File: config.mk
export PLATFORM = sky130hd
export DESIGN_NAME = con_cmd_decoder
export DESIGN_NICKNAME = d
export VERILOG_FILES = /design/src/rtl/con_cmd_pkg.sv /design/src/rtl/con_op_decode.sv /design/src/rtl/con_len_counter.sv /design/src/rtl/con_act_out.sv /design/src/rtl/con_cmd_decoder.sv
export SDC_FILE = /design/constraint.sdc
export NUM_CORES = 1
export LEC_CHECK = 0
export ABC_AREA = 1
export BUFFER_PORTS_ARGS = -buffer_cell sky130_fd_sc_hd__buf_2
export CELL_PAD_IN_SITES_DETAIL_PLACEMENT = 1
export CELL_PAD_IN_SITES_GLOBAL_PLACEMENT = 1
export CORE_UTILIZATION = 38
export CTS_CLUSTER_DIAMETER = 120
export DETAILED_ROUTE_END_ITERATION = 8
export PLACE_DENSITY = 0.83
export SLEW_MARGIN = 10
export SYNTH_ARGS = -nofsm -noshare
export SYNTH_HDL_FRONTEND = slang
export SYNTH_SLANG_ARGS = --single-unit
File: constraint.sdc
create_clock -name clk -period 1.49 [get_ports clk]
set_clock_uncertainty 0.15 [all_clocks]
set_input_delay 0.2235 -clock clk [delete_from_list [all_inputs] [get_ports clk]]
set_output_delay 0.2235 -clock clk [all_outputs]
set_load 0.03 [all_outputs]
File: src/rtl/con_cmd_pkg.sv
package con_cmd_pkg;
  localparam int BYTE_W = 8;
  localparam int CODE_W = 3;

  localparam logic [BYTE_W-1:0] OP_CLEAR = 8'd0;
  localparam logic [BYTE_W-1:0] OP_CHAR  = 8'd1;
  localparam logic [BYTE_W-1:0] OP_ZSTR  = 8'd2;
  localparam logic [BYTE_W-1:0] OP_NSTR  = 8'd3;
  localparam logic [BYTE_W-1:0] OP_COL   = 8'd4;
  localparam logic [BYTE_W-1:0] OP_ROW   = 8'd5;
  localparam logic [BYTE_W-1:0] OP_BEEP  = 8'd7;
  localparam logic [BYTE_W-1:0] OP_CR    = 8'd10;
  localparam logic [BYTE_W-1:0] OP_FF    = 8'd11;
  localparam logic [BYTE_W-1:0] OP_LF    = 8'd12;
  localparam logic [BYTE_W-1:0] OP_CRLF  = 8'd13;

  typedef enum logic [CODE_W-1:0] {
    ACT_NONE = 3'd0,
    ACT_PUTC = 3'd1,
    ACT_SETX = 3'd2,
    ACT_SETY = 3'd3,
    ACT_BEEP = 3'd4,
    ACT_CR   = 3'd5,
    ACT_LF   = 3'd6,
    ACT_FF   = 3'd7
  } act_e;

  typedef enum logic [2:0] {
    ST_IDLE = 3'd0,
    ST_ONE  = 3'd1,
    ST_ZSTR = 3'd2,
    ST_CNT  = 3'd3,
    ST_NSTR = 3'd4,
    ST_XARG = 3'd5,
    ST_YARG = 3'd6
  } st_e;
endpackage

File: src/rtl/con_op_decode.sv
module con_op_decode
  import con_cmd_pkg::*;
(
  input  logic [BYTE_W-1:0] opcode,
  output st_e               nxt_st,
  output logic              emit,
  output act_e              code,
  output logic              crlf
);
  always_comb begin
    nxt_st = ST_IDLE;
    emit   = 1'b0;
    code   = ACT_NONE;
    crlf   = 1'b0;
    case (opcode)
      OP_CLEAR: nxt_st = ST_IDLE;
      OP_CHAR:  nxt_st = ST_ONE;
      OP_ZSTR:  nxt_st = ST_ZSTR;
      OP_NSTR:  nxt_st = ST_CNT;
      OP_COL:   nxt_st = ST_XARG;
      OP_ROW:   nxt_st = ST_YARG;
      OP_BEEP:  begin emit = 1'b1; code = ACT_BEEP; end
      OP_CR:    begin emit = 1'b1; code = ACT_CR;   end
      OP_FF:    begin emit = 1'b1; code = ACT_FF;   end
      OP_LF:    begin emit = 1'b1; code = ACT_LF;   end
      OP_CRLF:  begin emit = 1'b1; code = ACT_CR; crlf = 1'b1; end
      default:  nxt_st = ST_IDLE;
    endcase
  end
endmodule

File: src/rtl/con_len_counter.sv
module con_len_counter #(
  parameter int W = 8
) (
  input  logic         clk,
  input  logic         rst_n,
  input  logic         load,
  input  logic [W-1:0] load_val,
  input  logic         dec,
  output logic         last
);
  logic [W-1:0] rem_q;

  always_ff @(posedge clk) begin
    if (!rst_n)    rem_q <= '0;
    else if (load) rem_q <= load_val;
    else if (dec)  rem_q <= rem_q - 1'b1;
  end

  assign last = (rem_q == {{(W-1){1'b0}}, 1'b1});

  // a counted character never arrives with nothing left to count
  p_no_underflow_r4: assert property (@(posedge clk) disable iff (!rst_n)
    dec |-> (rem_q != '0));
endmodule

File: src/rtl/con_act_out.sv
module con_act_out
  import con_cmd_pkg::*;
(
  input  logic              clk,
  input  logic              rst_n,
  input  logic              emit,
  input  act_e              code,
  input  logic [BYTE_W-1:0] arg,
  input  logic              crlf,
  output logic              act_valid,
  output act_e              act_code,
  output logic [BYTE_W-1:0] act_arg,
  output logic              lf_pend
);
  always_ff @(posedge clk) begin
    if (!rst_n) begin
      act_valid <= 1'b0;
      act_code  <= ACT_NONE;
      act_arg   <= '0;
      lf_pend   <= 1'b0;
    end else if (lf_pend) begin
      act_valid <= 1'b1;
      act_code  <= ACT_LF;
      act_arg   <= '0;
      lf_pend   <= 1'b0;
    end else begin
      act_valid <= emit;
      act_code  <= emit ? code : ACT_NONE;
      act_arg   <= emit ? arg : '0;
      lf_pend   <= emit & crlf;
    end
  end

  // while the second half is pending, the first half is on the output
  p_cr_shown_r7: assert property (@(posedge clk) disable iff (!rst_n)
    lf_pend |-> (act_valid && act_code == ACT_CR));
  // the line feed follows on the very next cycle
  p_lf_next_r7: assert property (@(posedge clk) disable iff (!rst_n)
    lf_pend |=> (act_valid && act_code == ACT_LF));
  // a strobe always carries a real action code
  p_code_known_r10: assert property (@(posedge clk) disable iff (!rst_n)
    act_valid |-> (act_code != ACT_NONE));
endmodule

File: src/rtl/con_cmd_decoder.sv
module con_cmd_decoder
  import con_cmd_pkg::*;
(
  input  logic              clk,
  input  logic              rst_n,
  input  logic              in_valid,
  output logic              in_ready,
  input  logic              in_ctrl,
  input  logic [BYTE_W-1:0] in_byte,
  output logic              act_valid,
  output logic [CODE_W-1:0] act_code,
  output logic [BYTE_W-1:0] act_arg
);
  st_e               st_q, st_n, dec_st;
  logic              dec_emit, dec_crlf;
  act_e              dec_code;
  logic              emit, crlf, cnt_load, cnt_dec, cnt_last, lf_pend;
  act_e              code, out_code;
  logic [BYTE_W-1:0] arg;
  logic              accept;

  assign in_ready = ~lf_pend;
  assign accept   = in_valid & in_ready;

  con_op_decode u_dec (
    .opcode (in_byte),
    .nxt_st (dec_st),
    .emit   (dec_emit),
    .code   (dec_code),
    .crlf   (dec_crlf)
  );

  con_len_counter #(.W(BYTE_W)) u_cnt (
    .clk      (clk),
    .rst_n    (rst_n),
    .load     (cnt_load),
    .load_val (in_byte),
    .dec      (cnt_dec),
    .last     (cnt_last)
  );

  always_comb begin
    st_n     = st_q;
    emit     = 1'b0;
    code     = ACT_NONE;
    arg      = '0;
    crlf     = 1'b0;
    cnt_load = 1'b0;
    cnt_dec  = 1'b0;
    if (accept) begin
      if (in_ctrl) begin
        st_n = dec_st;
        emit = dec_emit;
        code = dec_code;
        crlf = dec_crlf;
      end else begin
        case (st_q)
          ST_IDLE: st_n = ST_IDLE;
          ST_ONE: begin
            emit = 1'b1; code = ACT_PUTC; arg = in_byte; st_n = ST_IDLE;
          end
          ST_ZSTR: begin
            if (in_byte == '0) st_n = ST_IDLE;
            else begin emit = 1'b1; code = ACT_PUTC; arg = in_byte; end
          end
          ST_CNT: begin
            if (in_byte == '0) st_n = ST_IDLE;
            else begin cnt_load = 1'b1; st_n = ST_NSTR; end
          end
          ST_NSTR: begin
            emit = 1'b1; code = ACT_PUTC; arg = in_byte; cnt_dec = 1'b1;
            if (cnt_last) st_n = ST_IDLE;
          end
          ST_XARG: begin
            emit = 1'b1; code = ACT_SETX; arg = in_byte; st_n = ST_IDLE;
          end
          ST_YARG: begin
            emit = 1'b1; code = ACT_SETY; arg = in_byte; st_n = ST_IDLE;
          end
          default: st_n = ST_IDLE;
        endcase
      end
    end
  end

  always_ff @(posedge clk) begin
    if (!rst_n) st_q <= ST_IDLE;
    else        st_q <= st_n;
  end

  con_act_out u_out (
    .clk       (clk),
    .rst_n     (rst_n),
    .emit      (emit),
    .code      (code),
    .arg       (arg),
    .crlf      (crlf),
    .act_valid (act_valid),
    .act_code  (out_code),
    .act_arg   (act_arg),
    .lf_pend   (lf_pend)
  );
  assign act_code = out_code;

  // every strobe is caused by an accepted byte or a pending line feed
  p_strobe_cause_r10: assert property (@(posedge clk) disable iff (!rst_n)
    act_valid |-> ($past(accept) || $past(lf_pend)));
  // a data byte while idle produces nothing
  p_idle_data_quiet_r10: assert property (@(posedge clk) disable iff (!rst_n)
    (accept && !in_ctrl && st_q == ST_IDLE) |=> !act_valid);
  // the terminating zero is never printed
  p_zero_not_printed_r3: assert property (@(posedge clk) disable iff (!rst_n)
    (accept && !in_ctrl && st_q == ST_ZSTR && in_byte == '0) |=> !act_valid);
  // fixed actions carry a zero argument
  p_fixed_arg_zero_r6: assert property (@(posedge clk) disable iff (!rst_n)
    (act_valid && (act_code == ACT_BEEP || act_code == ACT_CR ||
                   act_code == ACT_LF   || act_code == ACT_FF)) |-> (act_arg == '0));
  // nothing is taken while stalled, and the stall lasts one cycle
  p_stall_one_cycle_r11: assert property (@(posedge clk) disable iff (!rst_n)
    !in_ready |=> in_ready);
endmodule

==> results of run 1 <==
-- repair_timing --
action / 4_1_cts / 5_1_grt
cloned: 0 / 1
buffers inserted: 1 / 1
setup endpoints to repair: 19 / 20
pin swaps: 1 / 16
resized for setup: 6 / 34
-- cell families after synthesis --
kind of cell,count (synthesis),synth area share [%]
adder cells (fa/ha/maj),2,1.762
buffers and inverters,32,9.163
flip-flops,24,33.83
AO/OA/AOI/OAI,21,8.018
XOR/XNOR,3,1.851
AND/OR/NAND/NOR,133,45.37
-- cell usage in the layout, fill, tap and decap left out, types with 3 or more instances in the layout --
| cell type | instances |
|---|---|
| o21ai_1 | 6 |
| nand2_2 | 3 |
| nand2_4 | 6 |
| dfxtp_4 | 3 |
| nor3_2 | 3 |
| nand3_4 | 3 |
| dfxtp_1 | 19 |
| nor2_4 | 5 |
| buf_2 | 24 |
| nand3_1 | 13 |
| inv_1 | 20 |
| clkbuf_8 | 3 |
| nand2_1 | 52 |
| nor2_2 | 6 |
| nand4_1 | 6 |
| a21oi_2 | 3 |
| nor2_1 | 33 |
| a21oi_1 | 5 |
| inv_2 | 7 |
| buf_4 | 13 |
| o21ai_0 | 3 |
-- power groups by stage --
| stage | clock, mW | sequential [mW] | combinational (mW) |
|---|---|---|---|
| after CTS | 0.586 | 0.668 | 0.247 |
| final | 0.592 | 0.671 | 0.283 |
| after global routing | 0.631 | 0.673 | 0.311 |
| after global placement | 0 | 0.683 | 0.238 |
| after floorplan | 0 | 0.690 | 0.148 |
| after detailed placement | 0 | 0.683 | 0.241 |
-- metrics by stage --
step	setup slack, ns	utilization, %	cell area (um^2)
6_report	-0.01823	54.62	1894
3_3_place_gp	-0.04165	48.12	1669
3_5_place_dp	-0.03879	48.12	1669
5_1_grt	-0.1080	54.62	1894
2_1_floorplan	0.1336	-	1420
4_1_cts	0.004670	50.76	1760
-- registers in the layout, summed over array words and instances (netlist names) --
signal and count:
st_q 3, u_cnt.rem_q 8, u_out.act_arg 8, u_out.act_code 3, u_out.act_valid 1, u_out.lf_pend 1
-- area by class of cell --
cell class | instances | area [um^2] | share of cell area [%]
Sequential cell | 24 | 494.2 | 26.09
Clock inverter | 1 | 30.03 | 1.585
Clock buffer | 3 | 41.29 | 2.180
Multi-Input combinational cell | 160 | 928.4 | 49.01
Timing Repair Buffer | 37 | 217.7 | 11.49
Inverter | 30 | 125.1 | 6.605
Tap cell | 46 | 57.56 | 3.038
-- routing by layer --
layer / wire length [um] / track usage [%] / vias to the layer above
met4: 187 / 5.233 / 0
met1: 2120 / 28.62 / 710
met5: 0 / 0 / -
met2: 2428 / 41.67 / 35
met3: 180 / 5.254 / 12
li1: - / - / 757
-- path summary, 6_finish.rpt --
path                  start                to  slack [ns]  depth (start not counted)
max                 st_q[0]    u_cnt.rem_q[7]       -0.02                          6
min              in_byte[5]  u_out.act_arg[5]        0.05                          3
max reg2reg         st_q[0]    u_cnt.rem_q[7]       -0.02                          6
min reg2reg  u_cnt.rem_q[7]    u_cnt.rem_q[7]        0.35                          2
-- worst min-delay path: stages --
cell and delay (ns):
buf_2 0.12, inv_1 0.05, nor2_1 0.04
==> results.md, run 1 <==
* Hold WC Path Type: in2reg
* CP Capture Type: flip-flop
* Gr ovfl total at 0
* Core ar. at 3468 um^2
* Vias per Instance at 5.030
* CP Cell Sequence: nand2_4 > nor3_4 > buf_4 > nand4_1 > nand3_1 > a21oi_1
* Layout area overhead at 33.39%
* Crit path launch type: flip-flop
* Buf+Inv Stages, Crit Path at 1
* Crit-path max cell delay at 0.41 ns
* Num rows at 21
* Cell taking the most area after synthesis: dfxtp_1
* CTS sink cnt at 24
* Crit Path Class: reg2reg
* Failing checks: setup timing
* Drt drc at 0
* Hold WS at 0.04631 ns
* Yosys cell types at 29
* Clock buffer depth at 2
* Most frequent cell after synthesis: nand2_1
* Die Wd at 63.13 um
* Comb power frac at 18.3%
* CTS Buf Count at 3
* Syn nets at 229
* I/O pin count at 25
* Crit path max-delay cell type: dfxtp_4
* Iteration-0 DRC Markers at 40
* Commonest cells in the netlist: nand2_1, nor2_1, dfxtp_1
* Number of synthesized flops with an enable pin at 0
* Total Routing Usage GR at 23.54%
* Clock Power Share at 38.3%
* Main synth FF type: dfxtp_1
* Syn Area/Cell at 6.605 um^2
* Antenna violations before repair at 0
* Clock period minus worst slack at 1.508 ns
* WL final at 4.915 mm
* Drt first pass iters at 5
* Final-report hold violation count at 0
* Post-synthesis register bit count at 24
* Sequential-to-total area share from yosys stat at 33.83%
* Worst-path clk slew at 0.09 ns
* Via count at 1,514
* Maxcap violations at 0
* Max Fanout on Critical Path at 6
* Internal power at 1.113 mW
* Nets at 270
* IO Port Bufs at 24
* Top post-synthesis cells by area: dfxtp_1, nand2_1, nor2_1
* Sw Ratio at 28.00%
* Wire per inst at 16.33 um
* Status: complete, but fails checks
* WP data arrival at 1.52 ns
* DRT antenna net count at 0
* Final setup vio count at 1
* Reg power frac at 43.4%
* Filler cells at 488
* Worst skew pair latency at 0.27 ns
* H-Tree Depth at 1
* Vias in the first global route at 1,522
* Switching pwr at 0.4329 mW
* TritonCTS clock tree: done
* Post-synth top area share at 33.83%
* Antenna diode count at 0
* Largest net degree at the start of global routing at 15
* Post-DP HPWL at 3.264 mm
* CTS Hold Bufs at 0
* Max-slew violation count at 0
* Gate count of the mapped netlist at 215
* Non-Filler Instances at 301
* Crit-path leading delay family: simple AND/OR/NAND/NOR gates
* Power density over the cells at 816.1 nW/um^2
* Least-Margin Pin Slew at 0.4610 ns
* Power, Total at 1.546 mW
* Share of cells above drive strength 1 at 35.69%
* Die area at 3985 um^2
* Placed insts at 294
* Post-route setup slack at -0.01823 ns
* First-pass GRT wire length at 7.293 mm
* Slew HR at 68.94%
* Root buf cell: clkbuf_8
* Die extent in y at 63.13 um
* Sum Neg Setup Slack at -0.01823 ns
* Fmax at 663.0 MHz
* GP Congestion at 0.8577
* RSZ-0062 raised after global routing: yes
* Post-synth ARST share at 0%
* Period utilisation layout at 101.2%
* Pleak at 0.9322 nW
* Synthesized cell area at 1420 um^2
* Synth warn at 0
* VDD IR max at 0.7161 mV
* Initial Utilization at 40.95%
* Worst path required time at 1.50 ns
No activity file was read; power rests on OpenSTA's default activity.
==> inputs of run 2 (changes only) <==
- HOLD_SLACK_MARGIN: unset -> 0.1
==> results.md, run 2 (synthesis gave the netlist of run 1 again) <==
* RSZ-0062 raised after global routing: yes
* Worst path required time at 1.55 ns
* Crit path max-delay cell type: dfxtp_1
* Comb power frac at 18.7%
* Power density over the cells at 805.7 nW/um^2
* GP Congestion at 0.8577
* Crit path launch: u_cnt.rem_q[0]
* Die area at 3985 um^2
* Share of cells above drive strength 1 at 34.36%
* Crit-path max cell delay at 0.36 ns
* Nets at 274
* Num rows at 21
* CTS sink cnt at 24
* Via count at 1,554
* Clock period minus worst slack at 1.462 ns
* Vias per Instance at 5.095
* Clock buffer depth at 2
* Antenna diode count at 0
* Area occupied by multi-input gates at 909.6 um^2
* Pleak at 0.9444 nW
* CP Cell Sequence: inv_1 > ha_2 > nand2_1 > xor2_1 > nand2_1 > o21ai_1 > nor2_1 > nor2_1
* Internal power at 1.118 mW
* Worst skew pair latency at 0.27 ns
* Die Wd at 63.13 um
* Initial Utilization at 40.95%
* Final-report hold violation count at 0
* CTS Buf Count at 3
* Filler cells at 474
* Crit path launch type: flip-flop
* Final setup vio count at 0
* Crit Path Class: reg2reg
* Worst-path clk slew at 0.09 ns
* Hold WC Path Type: in2reg
* Status: complete, no violations
* Vias in the first global route at 1,550
* Layout area overhead at 34.71%
* Post-DP HPWL at 3.264 mm
* Switching pwr at 0.4233 mW
* IO Port Bufs at 24
* Slew HR at 68.87%
* Fmax at 684.2 MHz
* Drt first pass iters at 4
* Iteration-0 DRC Markers at 83
* Hold_sp: in_byte[0]
* Gr ovfl total at 0
* Power, Total at 1.541 mW
* Root buf cell: clkbuf_8
* Wire per inst at 15.98 um
* Sum Neg Setup Slack at 0 ns
* Commonest non-fill, non-tap cell in the layout: nand2_1
* First-pass GRT wire length at 7.438 mm
* Largest net degree at the start of global routing at 15
* H-Tree Depth at 1
* Largest registers: u_cnt.rem_q: 8 flops, u_out.act_arg: 8 flops
* Max Fanout on Critical Path at 4
* RR Startpoint: u_cnt.rem_q[0]
* Max-slew violation count at 0
* Commonest non-fill, non-tap cells in the layout: nand2_1, nor2_1, buf_2
* WP data arrival at 1.52 ns
* Core ar. at 3468 um^2
* Clock Power Share at 37.8%
* Least-Margin Pin Slew at 0.4620 ns
* Period utilisation layout at 98.09%
* Reg power frac at 43.5%
* Die extent in y at 63.13 um
* DRT antenna net count at 0
* Antenna violations before repair at 0
* Total Routing Usage GR at 23.96%
* I/O pin count at 25
* Drt drc at 0
* Register area at 494.2 um^2
* VDD IR max at 0.7357 mV
* Maxcap violations at 0
* CP Capture Type: flip-flop
* WL final at 4.873 mm
* TritonCTS clock tree: done
* Sw Ratio at 27.46%
[run 2: cell types whose count changed in the layout (fill, tap and decap cells not counted)]
cell,change
dlygate4sd3_1,+4
inv_4,+1
inv_6,-1
nand2_1,+1
nand2_2,-1
nand2_4,+1
nand2_8,-1
nor2_1,+1
nor2_4,-1
[run 2: area by class of cell]
cell class | instances | share of cell area, %
repair buffers | 41 | 13.47
flip-flops and latches | 24 | 25.83
multi-input cells | 160 | 47.55
clock inverters | 1 | 1.570
well taps | 46 | 3.009
clock buffers | 3 | 2.158
inverters | 30 | 6.409
[run 2: layer usage]
metal	vias to the layer above	wire length [um]	part of all wire, %	global-route usage (%)
met1	740	2000	41	29.06
met4	0	119	2.4	5.233
met5	-	0	0	0
met2	39	2551	52	43.01
li1	765	-	-	-
met3	10	202	4.1	4.710
[run 2: repair_timing]
| action | in CTS | in global routing |
|---|---|---|
| buffers inserted | 1 | 1 |
| cloned | 0 | 1 |
| pin swaps | 1 | 16 |
| hold buffers | 4 | 0 |
| hold endpoints to repair | 4 | 0 |
| gates resized for setup | 6 | 29 |
| endpoints found under the setup margin | 19 | 21 |
[run 2: worst max-delay path, delay by kind of cell (launching register included)]
kind                       cells  cell delay (ns)
adders and majority gates      1             0.22
and+or+nand+nor                4             0.31
xor gates and xnor gates       1             0.19
AOI/OAI and AO/OA              1             0.08
DFF                            1             0.36
buffers and inverters          1             0.09
[run 2: power groups by stage]
stage / clock network [mW] / logic (mW) / registers (mW)
2_1_floorplan: 0 / 0.148 / 0.690
3_3_place_gp: 0 / 0.238 / 0.683
3_5_place_dp: 0 / 0.241 / 0.683
4_1_cts: 0.586 / 0.254 / 0.668
5_1_grt: 0.635 / 0.316 / 0.673
6_report: 0.583 / 0.288 / 0.671
[run 2: worst paths after layout]
path / endpoint / slack, ns / cells past startpoint
setup / recovery: u_cnt.rem_q[4] / 0.03 / 8
hold / removal: u_out.act_arg[0] / 0.14 / 3
setup reg to reg: u_cnt.rem_q[4] / 0.03 / 8
hold reg to reg: u_cnt.rem_q[7] / 0.35 / 2
[run 2: per-stage QoR]
| step | worst slack (ns) | cells | hold slack [ns] | area, um^2 | util (%) |
|---|---|---|---|---|---|
| finish | 0.02848 | 305 | 0.1440 | 1913 | 55.16 |
| global route | -0.05193 | 305 | 0.1350 | 1913 | 55.16 |
| CTS | 0.004670 | 303 | 0.1354 | 1800 | 51.91 |
| detailed placement | -0.03879 | 294 | 0.3340 | 1669 | 48.12 |
| global placement | -0.04165 | 294 | 0.3203 | 1669 | 48.12 |
| floorplan | 0.1336 | 215 | 0.1857 | 1420 | - |
